--- src/rtl/scan_seq_pkg.sv ---
package scan_seq_pkg;
    typedef enum logic [1:0] {
        ST_IDLE    = 2'd0,
        ST_PRESCAN = 2'd1,
        ST_READ    = 2'd2
    } scan_state_t;
endpackage

--- src/rtl/scan_start_gate.sv ---
// Selects the start input this die obeys and flags a start held over two edges.
module scan_start_gate (
    input  logic clk,
    input  logic rst_n,
    input  logic head_sel,
    input  logic line_start,
    input  logic chain_in,
    output logic start_req,
    output logic start_err
);
    logic held_q;

    assign start_req = head_sel ? line_start : chain_in;

    always_ff @(negedge clk or negedge rst_n) begin
        if (!rst_n) begin
            held_q    <= 1'b0;
            start_err <= 1'b0;
        end else begin
            held_q    <= start_req;
            start_err <= start_req & held_q;
        end
    end
endmodule

--- src/rtl/scan_limits.sv ---
// Terminal counts for the wait and readout phases of the latched scan.
module scan_limits #(
    parameter int HEAD_WAIT  = 55,
    parameter int CHAIN_WAIT = 10,
    parameter int FINE_CLKS  = 344,
    parameter int COARSE_CLKS = 172,
    parameter int EOL_LEAD   = 10,
    parameter int CNTW       = 9
) (
    input  logic            head_q,
    input  logic            fine_q,
    output logic [CNTW-1:0] wait_last,
    output logic [CNTW-1:0] read_last,
    output logic [CNTW-1:0] eol_at
);
    localparam logic [CNTW-1:0] HEAD_LAST   = CNTW'(HEAD_WAIT - 1);
    localparam logic [CNTW-1:0] CHAIN_LAST  = CNTW'(CHAIN_WAIT - 1);
    localparam logic [CNTW-1:0] FINE_LAST   = CNTW'(FINE_CLKS - 1);
    localparam logic [CNTW-1:0] COARSE_LAST = CNTW'(COARSE_CLKS - 1);
    localparam logic [CNTW-1:0] FINE_EOL    = CNTW'(FINE_CLKS - 1 - EOL_LEAD);
    localparam logic [CNTW-1:0] COARSE_EOL  = CNTW'(COARSE_CLKS - 1 - EOL_LEAD);

    always_comb begin
        wait_last = head_q ? HEAD_LAST : CHAIN_LAST;
        read_last = fine_q ? FINE_LAST : COARSE_LAST;
        eol_at    = fine_q ? FINE_EOL  : COARSE_EOL;
    end
endmodule

--- src/rtl/scan_fsm.sv ---
// Idle / wait / readout state machine with a shared phase counter.
module scan_fsm
    import scan_seq_pkg::*;
#(
    parameter int CNTW = 9,
    parameter int IDXW = 10
) (
    input  logic            clk,
    input  logic            rst_n,
    input  logic            start_req,
    input  logic            head_sel,
    input  logic            fine_res,
    input  logic [CNTW-1:0] wait_last,
    input  logic [CNTW-1:0] read_last,
    input  logic [CNTW-1:0] eol_at,
    output logic            head_q,
    output logic            fine_q,
    output logic [IDXW-1:0] pix_idx,
    output logic            pix_valid,
    output logic            eol_out,
    output logic            amp_on
);
    scan_state_t     state;
    logic [CNTW-1:0] cnt;

    // State register and phase counter
    always_ff @(negedge clk or negedge rst_n) begin
        if (!rst_n) begin
            state  <= ST_IDLE;
            cnt    <= '0;
            head_q <= 1'b0;
            fine_q <= 1'b0;
        end else begin
            unique case (state)
                ST_IDLE: begin
                    if (start_req) begin          // start
                        state  <= ST_PRESCAN;
                        cnt    <= '0;
                        head_q <= head_sel;
                        fine_q <= fine_res;
                    end
                end
                ST_PRESCAN: begin
                    if (cnt == wait_last) begin   // delay-done
                        state <= ST_READ;
                        cnt   <= '0;
                    end else begin
                        cnt <= cnt + 1'b1;
                    end
                end
                ST_READ: begin
                    if (cnt == read_last) begin   // line-done
                        state <= ST_IDLE;
                        cnt   <= '0;
                    end else begin
                        cnt <= cnt + 1'b1;
                    end
                end
                default: begin
                    state <= ST_IDLE;
                    cnt   <= '0;
                end
            endcase
        end
    end

    // Outputs decoded from the registered state
    always_comb begin
        pix_valid = 1'b0;
        amp_on    = 1'b0;
        eol_out   = 1'b0;
        pix_idx   = '0;
        unique case (state)
            ST_READ: begin
                pix_valid = 1'b1;
                amp_on    = 1'b1;
                eol_out   = (cnt == eol_at);
                pix_idx   = {cnt, 1'b1};
            end
            default: begin
                pix_valid = 1'b0;
            end
        endcase
    end
endmodule

--- src/rtl/scan_seq.sv ---
module scan_seq #(
    parameter int HEAD_WAIT   = 55,
    parameter int CHAIN_WAIT  = 10,
    parameter int FINE_CLKS   = 344,
    parameter int COARSE_CLKS = 172,
    parameter int EOL_LEAD    = 10,
    localparam int CNTW = $clog2(FINE_CLKS > HEAD_WAIT ? FINE_CLKS : HEAD_WAIT),
    localparam int IDXW = CNTW + 1
) (
    input  logic            clk,
    input  logic            rst_n,
    input  logic            line_start,
    input  logic            chain_in,
    input  logic            head_sel,
    input  logic            fine_res,
    output logic [IDXW-1:0] pix_idx,
    output logic            pix_valid,
    output logic            eol_out,
    output logic            amp_on,
    output logic            start_err
);
    logic            start_req;
    logic            head_q;
    logic            fine_q;
    logic [CNTW-1:0] wait_last;
    logic [CNTW-1:0] read_last;
    logic [CNTW-1:0] eol_at;

    scan_start_gate u_gate (
        .clk        (clk),
        .rst_n      (rst_n),
        .head_sel   (head_sel),
        .line_start (line_start),
        .chain_in   (chain_in),
        .start_req  (start_req),
        .start_err  (start_err)
    );

    scan_limits #(
        .HEAD_WAIT   (HEAD_WAIT),
        .CHAIN_WAIT  (CHAIN_WAIT),
        .FINE_CLKS   (FINE_CLKS),
        .COARSE_CLKS (COARSE_CLKS),
        .EOL_LEAD    (EOL_LEAD),
        .CNTW        (CNTW)
    ) u_limits (
        .head_q    (head_q),
        .fine_q    (fine_q),
        .wait_last (wait_last),
        .read_last (read_last),
        .eol_at    (eol_at)
    );

    scan_fsm #(
        .CNTW (CNTW),
        .IDXW (IDXW)
    ) u_fsm (
        .clk       (clk),
        .rst_n     (rst_n),
        .start_req (start_req),
        .head_sel  (head_sel),
        .fine_res  (fine_res),
        .wait_last (wait_last),
        .read_last (read_last),
        .eol_at    (eol_at),
        .head_q    (head_q),
        .fine_q    (fine_q),
        .pix_idx   (pix_idx),
        .pix_valid (pix_valid),
        .eol_out   (eol_out),
        .amp_on    (amp_on)
    );
endmodule

--- config.mk ---
export PLATFORM = sky130hd
export DESIGN_NAME = scan_seq
export DESIGN_NICKNAME = d
export VERILOG_FILES = /design/src/rtl/scan_seq_pkg.sv /design/src/rtl/scan_start_gate.sv /design/src/rtl/scan_limits.sv /design/src/rtl/scan_fsm.sv /design/src/rtl/scan_seq.sv
export SDC_FILE = /design/constraint.sdc
export NUM_CORES = 1
export LEC_CHECK = 0
export ABC_AREA = 1
export BUFFER_PORTS_ARGS = -buffer_cell sky130_fd_sc_hd__buf_2
export CAP_MARGIN = 20
export CORE_MARGIN = 2
export CORE_UTILIZATION = 52
export DETAILED_ROUTE_END_ITERATION = 10
export GPL_ROUTABILITY_DRIVEN = 0
export MAX_ROUTING_LAYER = met4
export PLACE_DENSITY = 0.85
export SKIP_LAST_GASP = 1
export SLEW_MARGIN = 20
export SYNTH_ARGS = -nofsm -noshare
export SYNTH_HDL_FRONTEND = slang
export SYNTH_HIERARCHICAL = 1
export SYNTH_SLANG_ARGS = --single-unit
--- constraint.sdc ---
create_clock -name clk -period 1.7 [get_ports clk]
set_input_delay 0.085 -clock clk [delete_from_list [all_inputs] [get_ports clk]]
set_output_delay 0.085 -clock clk [all_outputs]
set_load 0.01 [all_outputs]
==> metrics.md, run 1 <==
| Metric | Value |
|---|---|
| Synthesized instance count | `214` |
| Antenna Nets Post-Route | `0` |
| Num CTS Buffers | `3` |
| Worst setup path class | `reg2out` |
| Die ar. | `3470 um^2` |
| Seq pwr share | `25.5%` |
| Most frequent cells in the layout | `nand2_1 (43), buf_4 (28), inv_2 (17), dfrtn_1 (15), buf_6 (14)` |
| Starting DRT DRC Count | `37` |
| #FFs+latches synth | `15` |
| HP Class | `in2async` |
| CTS Buffer Depth | `2` |
| Pwr dens | `973.1 nW/um^2` |
| Site Rows | `19` |
| Largest area contributor in the netlist | `dfrtn_1` |
| First-pass GRT wire length | `5616 um` |
| Final setup violation count | `24` |
| HPWL Detailed | `2640 um` |
| TNS Setup | `-7012 ps` |
| Final nets | `252` |
| # Max-Cap Violations | `0` |
| Leak | `1.064 nW` |
| Synth top area cells | `dfrtn_1 (24%), buf_4 (13%), nand2_1 (13%)` |
| Die Ht | `58.91 um` |
| Power Internal | `1.029 mW` |
| # H-tree levels | `1` |
| Cell Area, Synth | `1568 um^2` |
| Starting Density | `55.89%` |
| Netlist cell types | `28` |
| Initial antenna violation count | `0` |
| Routed wire length per instance | `12.15 um` |
| Worst r2r dst | `u_fsm/cnt[3]` |
| Clk_lat worst skew | `290 ps` |
| Residual DRC count | `2` |
| Clk sinks | `15` |
| Peak supply drop | `0.0006079 V` |
| Input/output buffers | `19` |
| Worst setup margin | `-727.8 ps` |
| WP data required | `1620 ps` |
| Number of vias per cell | `4.878` |
| Worst EP arrival | `2340 ps` |
| Final Max Slew Viols | `0` |
| IO Count | `20` |
| Top delay family on crit path | `flip-flops` |
| Largest net degree at the start of global routing | `16` |
| Net Switching | `0.8415 mW` |
| Synth top area share | `23.94%` |
| Core area | `2805 um^2` |
| Reg2reg path depth | `10` |
| Sw Ratio | `45.00%` |
| Grt ovf | `0` |
| Via count | `1322` |
| Overall Power | `1.870 mW` |
| Final setup skew | `7.360 ps` |
| Clock power share | `11.1%` |
| Die W | `58.91 um` |
| Reg2reg start | `u_fsm/fine_q` |
| Clock root cell | `clkbuf_4` |
| Crit. End Element | `output port` |
| Slowest-stage cell, CP | `dfrtn_1` |
| Yosys Warn Count | `6` |
| Worst path cell trace | `inv_2 -> xor2_1 -> nor2_1 -> o2111ai_1 -> nor2_2 -> buf_2` |
| Sequential fraction of the synthesis area | `23.94%` |
| Logic pwr share | `63.3%` |
| Share of cells above drive strength 1 | `47.92%` |
| Worst reg2reg setup slack | `-60 ps` |
| GRT Util Overall | `21.98%` |
| First-pass DRT Iterations | `7` |
| CP startpoint kind | `register` |
| Final Hold Fails | `0` |
| CP max FO | `7` |
| Layout Area Growth over Synthesis | `22.59%` |
| # diodes | `0` |
| CTS tree | `built` |
| Avg Cell Area, Syn | `7.326 um^2` |
| Worst path bufs/invs | `2` |
| Vias in the first global route | `1228` |
| Most common cell after layout, fill and taps aside | `nand2_1` |
| Violated checks | `DRC, setup timing` |
| Clk slew on worst S/H paths | `70 ps` |
| Max incr delay on CP | `530 ps` |
| RSZ-0062 raised after global routing | `true` |
| Run status | `finished with violations` |
| Wirelength, routed | `3293 um` |
logic make-up after synthesis:
| logic type | share of synthesized area (%) |
|---|---|
| AND/OR/NAND/NOR | 26.26 |
| buffers and inverters | 25.86 |
| XOR/XNOR | 14.29 |
| flip-flops | 23.94 |
| AO/OA/AOI/OAI | 3.751 |
| adder cells (fa/ha/maj) | 3.990 |
| other | 0.4790 |
| multiplexers | 1.436 |
how the worst max path moves through the flow:
stage	start	to	slack [ps]	cells past startpoint
after floorplan	u_fsm/fine_q	eol_out	-430	6
after global placement	u_fsm/fine_q	eol_out	-380	5
after detailed placement	u_fsm/fine_q	eol_out	-400	5
after CTS	u_fsm/fine_q	eol_out	-720	5
after global routing	u_fsm/fine_q	eol_out	-850	5
final	u_fsm/fine_q	eol_out	-730	6
cells in the mapped netlist (all sizes together):
master / instances
o21ai: 3
conb: 2
mux2: 2
dfrtn: 15
nor2: 14
nand2: 59
clkbuf: 1
xnor2: 11
ha: 5
nand4: 4
a221oi: 2
inv: 33
nor3b: 2
a21oi: 1
xor2: 12
buf: 34
nand3: 11
o22ai: 2
o2111ai: 1
timing repair:
| item | in CTS | in global routing |
|---|---|---|
| buffers inserted | 1 | 0 |
| cloned | 1 | 0 |
| pin swaps | 1 | 4 |
| hold buffers | 0 | 0 |
| setup endpoints to repair | 25 | 25 |
| endpoints found under the hold margin | 0 | 0 |
| resized for setup | 17 | 3 |
state kept, by name (all words and copies together), names as in the netlist:
signal,flops
u_fsm/cnt,9
u_fsm/state,2
u_fsm/fine_q,1
u_fsm/head_q,1
u_gate/held_q,1
u_gate/start_err,1
power by group through the flow:
stage | clock (mW) | combinational (mW) | sequential [mW]
3_3_place_gp | 0 | 1.10 | 0.477
3_5_place_dp | 0 | 1.14 | 0.479
5_1_grt | 0.232 | 1.29 | 0.490
6_report | 0.208 | 1.18 | 0.477
2_1_floorplan | 0 | 1.09 | 0.490
4_1_cts | 0.218 | 1.18 | 0.473
per-stage QoR:
step	hold WS (ps)	instances	util [%]	worst slack, ps	cell area, um^2
floorplan	414.9	220	-	-429.6	1734
global placement	425.7	265	63.56	-378.2	1783
detailed placement	438.8	265	63.56	-399.1	1783
CTS	423.4	271	68.42	-719.8	1919
global route	429.3	271	68.51	-848.7	1922
finish	424.2	271	68.51	-727.8	1922
layout make-up:
cell class,instances,area [um^2]
Clock buffer,3,22.52
Clock inverter,1,5.005
Fill cell,228,883.3
Inverter,33,138.9
Multi-Input combinational cell,138,933.4
Sequential cell,15,375.4
Tap cell,31,38.79
Timing Repair Buffer,50,407.9
metal layers:
metal	global-route usage [%]	up-vias	routed length, um
li1	-	667	-
met1	26.55	609	1442
met2	38.73	40	1678
met3	1.538	6	134
met4	7.143	0	37
met5	-	-	0
(Power assumes the default switching activity.)
==> inputs of run 2 (changes only) <==
ABC_AREA = 0   (was 1)
CORE_ASPECT_RATIO = 2   (was default)
CORE_MARGIN = 5   (was 2)
==> run 2 against run 1 <==
The flow finishes with violations (setup timing); utilization increased by 4.2 points; area after synthesis decreased by 3.4%; sequential share of layout area decreased by 0.89 points; worst setup slack got worse by 120 ps; register-to-register slack got worse by 450 ps; clock power increased by 43%; critical path type unchanged; critical endpoint unchanged.
==> metrics.md, run 2 <==
| Metric | Value |
|---|---|
| RSZ-0062 raised after global routing | `true (unchanged)` |
| Avg Cell Area, Syn | `8.465 um^2 (was 7.326 um^2)` |
| IO Count | `20 (unchanged)` |
| Starting Density | `54.70% (was 55.89%)` |
| First-pass GRT wire length | `6348 um (was 5616 um)` |
| Sequential fraction of the synthesis area | `24.77% (was 23.94%)` |
| Top delay family on crit path | `flip-flops (unchanged)` |
| Netlist cell types | `37 (was 28)` |
| Met2 GRT Util | `39.52% (was 38.73%)` |
| Cell Area, Synth | `1515 um^2 (was 1568 um^2)` |
| Worst path cell trace | `inv_2 -> buf_6 -> xnor2_1 -> nand4_1 -> nor3_2 -> buf_2 (was inv_2 -> xor2_1 -> nor2_1 -> o2111ai_1 -> nor2_2 -> buf_2)` |
| Crit. Startpoint | `u_fsm/fine_q (unchanged)` |
| Clk sinks | `15 (unchanged)` |
| Clk slew on worst S/H paths | `50 ps (was 70 ps)` |
| Max reg flops | `9 (unchanged)` |
| Synth top area share | `24.77% (was 23.94%)` |
| Biggest registers after layout | `u_fsm/cnt x9, u_fsm/state x2 (unchanged)` |
| Violated checks | `setup timing (was DRC, setup timing)` |
| Worst r2r dst | `u_fsm/cnt[3] (unchanged)` |
| Routed wire length per instance | `18.18 um (was 12.15 um)` |
| Logic pwr share | `65.0% (was 63.3%)` |
| Synthesized instance count | `179 (was 214)` |
| CP startpoint kind | `register (unchanged)` |
| Post-CTS Hold Fix Bufs | `0 (unchanged)` |
| Clock root cell | `clkbuf_8 (was clkbuf_4)` |
| Worst path bufs/invs | `3 (was 2)` |
| Final nets | `224 (was 252)` |
| Die Ht | `86.34 um (was 58.91 um)` |
| Synth top area cells | `dfrtn_1 (25%), buf_4 (15%), xor2_1 (10%) (was dfrtn_1 (24%), buf_4 (13%), nand2_1 (13%))` |
| Worst EP arrival | `2460 ps (was 2340 ps)` |
| Residual DRC count | `0 (was 2)` |
| Initial antenna violation count | `0 (unchanged)` |
| Largest area contributor in the netlist | `dfrtn_1 (unchanged)` |
| GR Util met3 | `2.287% (was 1.538%)` |
| EDFF count, synth | `0 (unchanged)` |
| HP Class | `reg2reg (was in2async)` |
| Most common cell in the netlist | `buf_4 (was nand2_1)` |
| Dominant synthesized flop cell | `dfrtn_1 (unchanged)` |
| Input/output buffers | `19 (unchanged)` |
| Hold Path End | `u_gate/start_err` |
| Worst reg2reg setup slack | `-510 ps (was -60 ps)` |
| Min-Delay Startpoint | `u_gate/held_q` |
| GRT Util Overall | `22.28% (was 21.98%)` |
| Net Switching | `0.9409 mW (was 0.8415 mW)` |
| Grt ovf | `0 (unchanged)` |
| Layout Area Growth over Synthesis | `32.87% (was 22.59%)` |
| Peak supply drop | `0.0008462 V (was 0.0006079 V)` |
| First-pass DRT Iterations | `4 (was 7)` |
| Crit. End Element | `output port (unchanged)` |
| Seq pwr share | `21.6% (was 25.5%)` |
| Grt peak-use layer | `met2 (unchanged)` |
| Die ar. | `4159 um^2 (was 3470 um^2)` |
| Power Internal | `1.285 mW (was 1.029 mW)` |
| CTS tree | `built (unchanged)` |
| Final setup skew | `4.518 ps (was 7.360 ps)` |
| # diodes | `0 (unchanged)` |
| Largest net degree at the start of global routing | `16 (unchanged)` |
| CTS Buffer Depth | `2 (unchanged)` |
| Starting DRT DRC Count | `75 (was 37)` |
| Worst setup margin | `-847.6 ps (was -727.8 ps)` |
| Most common cell after layout, fill and taps aside | `buf_4 (was nand2_1)` |
| Fin area | `2013 um^2 (was 1922 um^2)` |
| Core area | `2770 um^2 (was 2805 um^2)` |
| Yosys Warn Count | `6 (unchanged)` |
| Die W | `48.17 um (was 58.91 um)` |
| #FFs+latches synth | `15 (unchanged)` |
| Site Rows | `27 (was 19)` |
| Wirelength, routed | `4382 um (was 3293 um)` |
| Leak | `0.9645 nW (was 1.064 nW)` |
| Async SR Flop Fraction | `100.0% (unchanged)` |
| HPWL Detailed | `2807 um (was 2640 um)` |
| Antenna Nets Post-Route | `0 (unchanged)` |
| Num CTS Buffers | `3 (unchanged)` |
| GR Util met1 | `19.07% (was 26.55%)` |
| Largest Register | `u_fsm/cnt (unchanged)` |
| Share of cells above drive strength 1 | `49.53% (was 47.92%)` |
| Vias in the first global route | `1431 (was 1228)` |
| Sw Ratio | `42.27% (was 45.00%)` |
| Clk_lat worst skew | `270 ps (was 290 ps)` |
| # Max-Cap Violations | `0 (unchanged)` |
| Reg2reg path depth | `10 (unchanged)` |
| Worst setup path class | `reg2out (unchanged)` |
| Reg2reg start | `u_fsm/fine_q (unchanged)` |
| Worst-Margin Slew | `574.6 ps` |
| Synth cell count leaders | `buf_4 (30), nand2_1 (22), xor2_1 (18) (was nand2_1 (55), inv_1 (29), buf_4 (28))` |
| Final Max Slew Viols | `0 (unchanged)` |
| Pwr dens | `1106 nW/um^2 (was 973.1 nW/um^2)` |
| Via count | `1378 (was 1322)` |
| WP data required | `1620 ps (about the same)` |
| CP max FO | `5 (was 7)` |
| Final Hold Fails | `0 (unchanged)` |
| Run status | `finished with violations (unchanged)` |
| # H-tree levels | `1 (unchanged)` |
| Post-Place Cell Area | `1677 um^2 (was 1783 um^2)` |
| Area of the multi-input gates | `993.5 um^2 (was 933.4 um^2)` |
| Most frequent cells in the layout | `buf_4 (35), nand2_1 (21), buf_6 (19), xor2_1 (16), dfrtn_1 (15) (was nand2_1 (43), buf_4 (28), inv_2 (17), dfrtn_1 (15), buf_6 (14))` |
| Fill cells | `190 (was 228)` |
| Clock power share | `13.4% (was 11.1%)` |
| Normalized max-slew margin | `61.57%` |
| Slowest-stage cell, CP | `dfrtn_1 (unchanged)` |
| Number of vias per cell | `5.718 (was 4.878)` |
| Reg area | `375.4 um^2 (unchanged)` |
| Final setup violation count | `26 (was 24)` |
| Hold path depth | `1` |
| Max incr delay on CP | `530 ps (about the same)` |
| Place WS | `-587.9 ps (was -399.1 ps)` |
run 2: power by group through the flow:
stage | Sequential (mW) | Combinational, mW | Clock [mW]
5_1_grt | 0.484 | 1.52 | 0.318
4_1_cts | 0.482 | 1.29 | 0.303
6_report | 0.480 | 1.45 | 0.298
2_1_floorplan | 0.484 | 1.01 | 0
3_5_place_dp | 0.490 | 1.11 | 0
3_3_place_gp | 0.485 | 1.06 | 0
run 2: logic make-up after synthesis:
kind of cell	Yosys count	share of synthesized area [%]
xor+xnor	27	15.61
buf+inv	43	19.41
mux	6	4.541
flops	15	24.77
compound gates	20	9.662
fa+ha+maj	5	4.129
simple gates	61	21.39
other cells	2	0.4956
run 2: how the worst max path moves through the flow:
stage / slack, ps / depth (start not counted) / to
floorplan: -540 / 7 / u_fsm/state[0]
global placement: -560 / 7 / u_fsm/state[0]
detailed placement: -590 / 7 / u_fsm/state[0]
CTS: -800 / 5 / eol_out
global route: -950 / 6 / eol_out
finish: -850 / 6 / eol_out
run 2: metrics by stage:
step / hold WS (ps) / utilization, % / std cells / setup TNS (ps) / total power, mW
floorplan: 409.3 / - / 185 / -4963 / 1.495
global placement: 418.9 / 60.52 / 224 / -8679 / 1.548
detailed placement: 425.8 / 60.52 / 224 / -9310 / 1.598
CTS: 425.8 / 69.02 / 234 / -11650 / 2.073
global route: 444.9 / 72.67 / 241 / -13870 / 2.323
finish: 422.6 / 72.67 / 241 / -12500 / 2.226
run 2: per-layer routing:
metal	up-vias	wire length [um]
met2	76	2527
met1	660	1327
met5	-	0
met4	0	319
li1	611	-
met3	31	207
run 2: what timing repair did:
item,CTS,global route
resized for setup,27,9
pin swaps,12,6
setup endpoints to repair,27,27
setup buffers,6,9
run 2: worst reg2reg max path, stage by stage (launching register included):
cell      delay [ps]
dfrtn_1          530
inv_2             90
buf_6            130
buf_4            150
xor2_2           180
nor3_2           240
buf_4            170
a31oi_4          150
nor2_4           180
buf_12           130
o211ai_1         100
run 2: layout make-up:
type                    instances  share of cell area (%)
clock inverters                 1                  0.2486
clock buffers                   3                   2.051
well taps                      29                   1.802
repair buffers                 62                   27.16
flip-flops and latches         15                   18.65
inverters                       4                  0.7458
multi-input cells             127                   49.35
==> inputs of run 3 (changes only) <==
CELL_PAD_IN_SITES_DETAIL_PLACEMENT = 0   (was default)
CELL_PAD_IN_SITES_GLOBAL_PLACEMENT = 1   (was default)
CORE_UTILIZATION = 39   (was 52)
MAX_ROUTING_LAYER = default   (was met4)
==> run 3 against run 2 <==
First-iteration DRC count is 65% lower; sequential power fell by 0.8%; register-to-register slack improved by 140 ps; hold slack worse by 2.8 ps; design area shrank 0.75%; the flow still finishes with violations (setup timing); cell count increased by 7.1%; sequential share of layout area grew 0.14 points; die area grew 28%; utilization down 20 points; highest routed layer unchanged; critical path depth fell by 1; global-route usage fell by 6.9 points; largest cell class unchanged; critical path type unchanged; total power down 4.5%.
==> metrics.md, run 3 (same netlist as run 2, synthesis figures left out) <==
| Metric | Value |
|---|---|
| Run status | `finished with violations (unchanged)` |
| Violated checks | `setup timing (unchanged)` |
| Layout Area Growth over Synthesis | `31.87% (was 32.87%)` |
| Starting DRT DRC Count | `26 (was 75)` |
| Most common cell after layout, fill and taps aside | `buf_4 (unchanged)` |
| Overall Power | `2.126 mW (was 2.226 mW)` |
| CTS tree | `built (unchanged)` |
| RSZ-0062 raised after global routing | `true (unchanged)` |
| Site Rows | `32 (was 27)` |
| Share of cells above drive strength 1 | `46.86% (was 49.53%)` |
| Wirelength, routed | `3605 um (was 4382 um)` |
| Residual DRC count | `0 (unchanged)` |
| Core area | `3804 um^2 (was 2770 um^2)` |
| Biggest registers after layout | `u_fsm/cnt x9, u_fsm/state x2 (unchanged)` |
| CTS Buffer Depth | `2 (unchanged)` |
| CP startpoint kind | `register (unchanged)` |
| Worst setup margin | `-787.7 ps (was -847.6 ps)` |
| Pwr dens | `1064 nW/um^2 (was 1106 nW/um^2)` |
| Place WS | `-592.8 ps (was -587.9 ps)` |
| Die W | `54.08 um (was 48.17 um)` |
| Grt ovf | `0 (unchanged)` |
| Leak | `0.9321 nW (was 0.9645 nW)` |
| Initial antenna violation count | `0 (unchanged)` |
| CP max FO | `5 (unchanged)` |
| Layout Cells excl Fill | `258 (was 241)` |
| Num CTS Buffers | `3 (unchanged)` |
| # H-tree levels | `1 (unchanged)` |
| Final Hold Fails | `0 (unchanged)` |
| Largest Register | `u_fsm/cnt (unchanged)` |
| Max reg flops | `9 (unchanged)` |
| Final setup violation count | `26 (unchanged)` |
| Clk sinks | `15 (unchanged)` |
| Clk_lat worst skew | `270 ps (about the same)` |
| Worst EP arrival | `2400 ps (was 2460 ps)` |
| Normalized max-slew margin | `65.49% (was 61.57%)` |
| Met3 wire length | `128 um (was 207 um)` |
| Clk slew on worst S/H paths | `40 ps (was 50 ps)` |
| Die ar. | `5307 um^2 (was 4159 um^2)` |
| Via count | `1247 (was 1378)` |
| Vias in the first global route | `1261 (was 1431)` |
| Routed wire length per instance | `13.97 um (was 18.18 um)` |
| First-pass GRT wire length | `5934 um (was 6348 um)` |
| Wl on met1 | `1259 um (was 1327 um)` |
| Most frequent cells in the layout | `buf_4 (30), nand2_1 (21), buf_6 (19), xor2_1 (17), dfrtn_1 (15) (was buf_4 (35), nand2_1 (21), buf_6 (19), xor2_1 (16), dfrtn_1 (15))` |
| DR top layer | `met4 (unchanged)` |
| Antenna Nets Post-Route | `0 (unchanged)` |
| Core Util, Final | `52.53% (was 72.67%)` |
| Worst setup path class | `reg2out (unchanged)` |
| Final setup skew | `4.799 ps (was 4.518 ps)` |
| WP data required | `1620 ps (about the same)` |
| Crit. End Element | `output port (unchanged)` |
| Dpl cells | `245 (was 224)` |
| Peak supply drop | `0.0006794 V (was 0.0008462 V)` |
| HPWL Detailed | `2640 um (was 2807 um)` |
| HP Class | `reg2reg (unchanged)` |
| Starting Density | `39.84% (was 54.70%)` |
| Number of vias per cell | `4.833 (was 5.718)` |
| GRT Util Overall | `15.38% (was 22.28%)` |
| Input/output buffers | `19 (unchanged)` |
| IO Count | `20 (unchanged)` |
| Post-Place Cell Area | `1697 um^2 (was 1677 um^2)` |
| Die Ht | `98.15 um (was 86.34 um)` |
| Met2 WL post-DR | `2125 um (was 2527 um)` |
| # diodes | `0 (unchanged)` |
| # Max-Cap Violations | `0 (unchanged)` |
| Final Max Slew Viols | `0 (unchanged)` |
| Clock root cell | `clkbuf_8 (unchanged)` |
| Worst-Margin Slew | `516.1 ps (was 574.6 ps)` |
| Fin area | `1998 um^2 (was 2013 um^2)` |
| First-pass DRT Iterations | `4 (unchanged)` |
| Largest net degree at the start of global routing | `16 (unchanged)` |
| Final nets | `219 (was 224)` |
[run 3: cell types whose count changed in the layout (fill, tap and decap cells not counted), moves of 2 or more]
| cell | delta |
|---|---|
| xnor2_1 | -3 |
| o21ai_2 | -2 |
| xnor2_2 | +3 |
| buf_4 | -5 |
| o21ai_1 | +3 |
| xor2_2 | -2 |
[run 3: final timing paths]
| check | startpoint | end | slack [ps] | cells after the start |
|---|---|---|---|---|
| max | u_fsm/fine_q | eol_out | -790 | 5 |
| min | u_gate/held_q | u_gate/start_err | 420 | 1 |
| max reg2reg | u_fsm/fine_q | u_fsm/cnt[3] | -370 | 8 |
| min reg2reg | u_gate/held_q | u_gate/start_err | 420 | 1 |
| max in group asynchronous | rst_n | u_fsm/cnt[3] | 930 | 1 |
| min in group asynchronous | rst_n | u_fsm/state[0] | 460 | 1 |
[run 3: layer usage]
metal | global-route usage, % | vias up
li1 | - | 600
met1 | 15.90 | 598
met2 | 28.60 | 40
met3 | 1.527 | 9
met4 | 7.294 | 0
met5 | 0 | -
[run 3: final cells by class]
type	instances	area, um^2
Fill cell	345	1805
Multi-Input combinational cell	127	1005
Timing Repair Buffer	57	494.2
Sequential cell	15	375.4
Tap cell	51	63.81
Clock buffer	4	45.04
Inverter	4	15.01
[run 3: worst max-delay path, stage by stage (launching register included)]
cell and delay, ps:
dfrtn_1 530, buf_6 160, xnor2_2 110, nand4_1 120
nor3_2 200, buf_2 160
[run 3: what timing repair did]
item	in CTS	in global routing
gates resized for setup	21	16
setup buffers	5	8
cloned	0	0
hold buffers	0	0
pin swaps	18	7
setup endpoints to repair	27	27
[run 3: stage by stage]
step | hold WS (ps) | TNS (ps)
final | 419.8 | -10960
after global routing | 438.0 | -12480
after detailed placement | 421.7 | -8574
after global placement | 425.7 | -8206
after floorplan | 409.3 | -4963
after CTS | 426.7 | -12010
[run 3: report_power, final]
part,internal (mW),switching [mW]
Clock,0.167,0.144
Sequential,0.421,0.0543
Combinational,0.652,0.688
Total,1.24,0.887
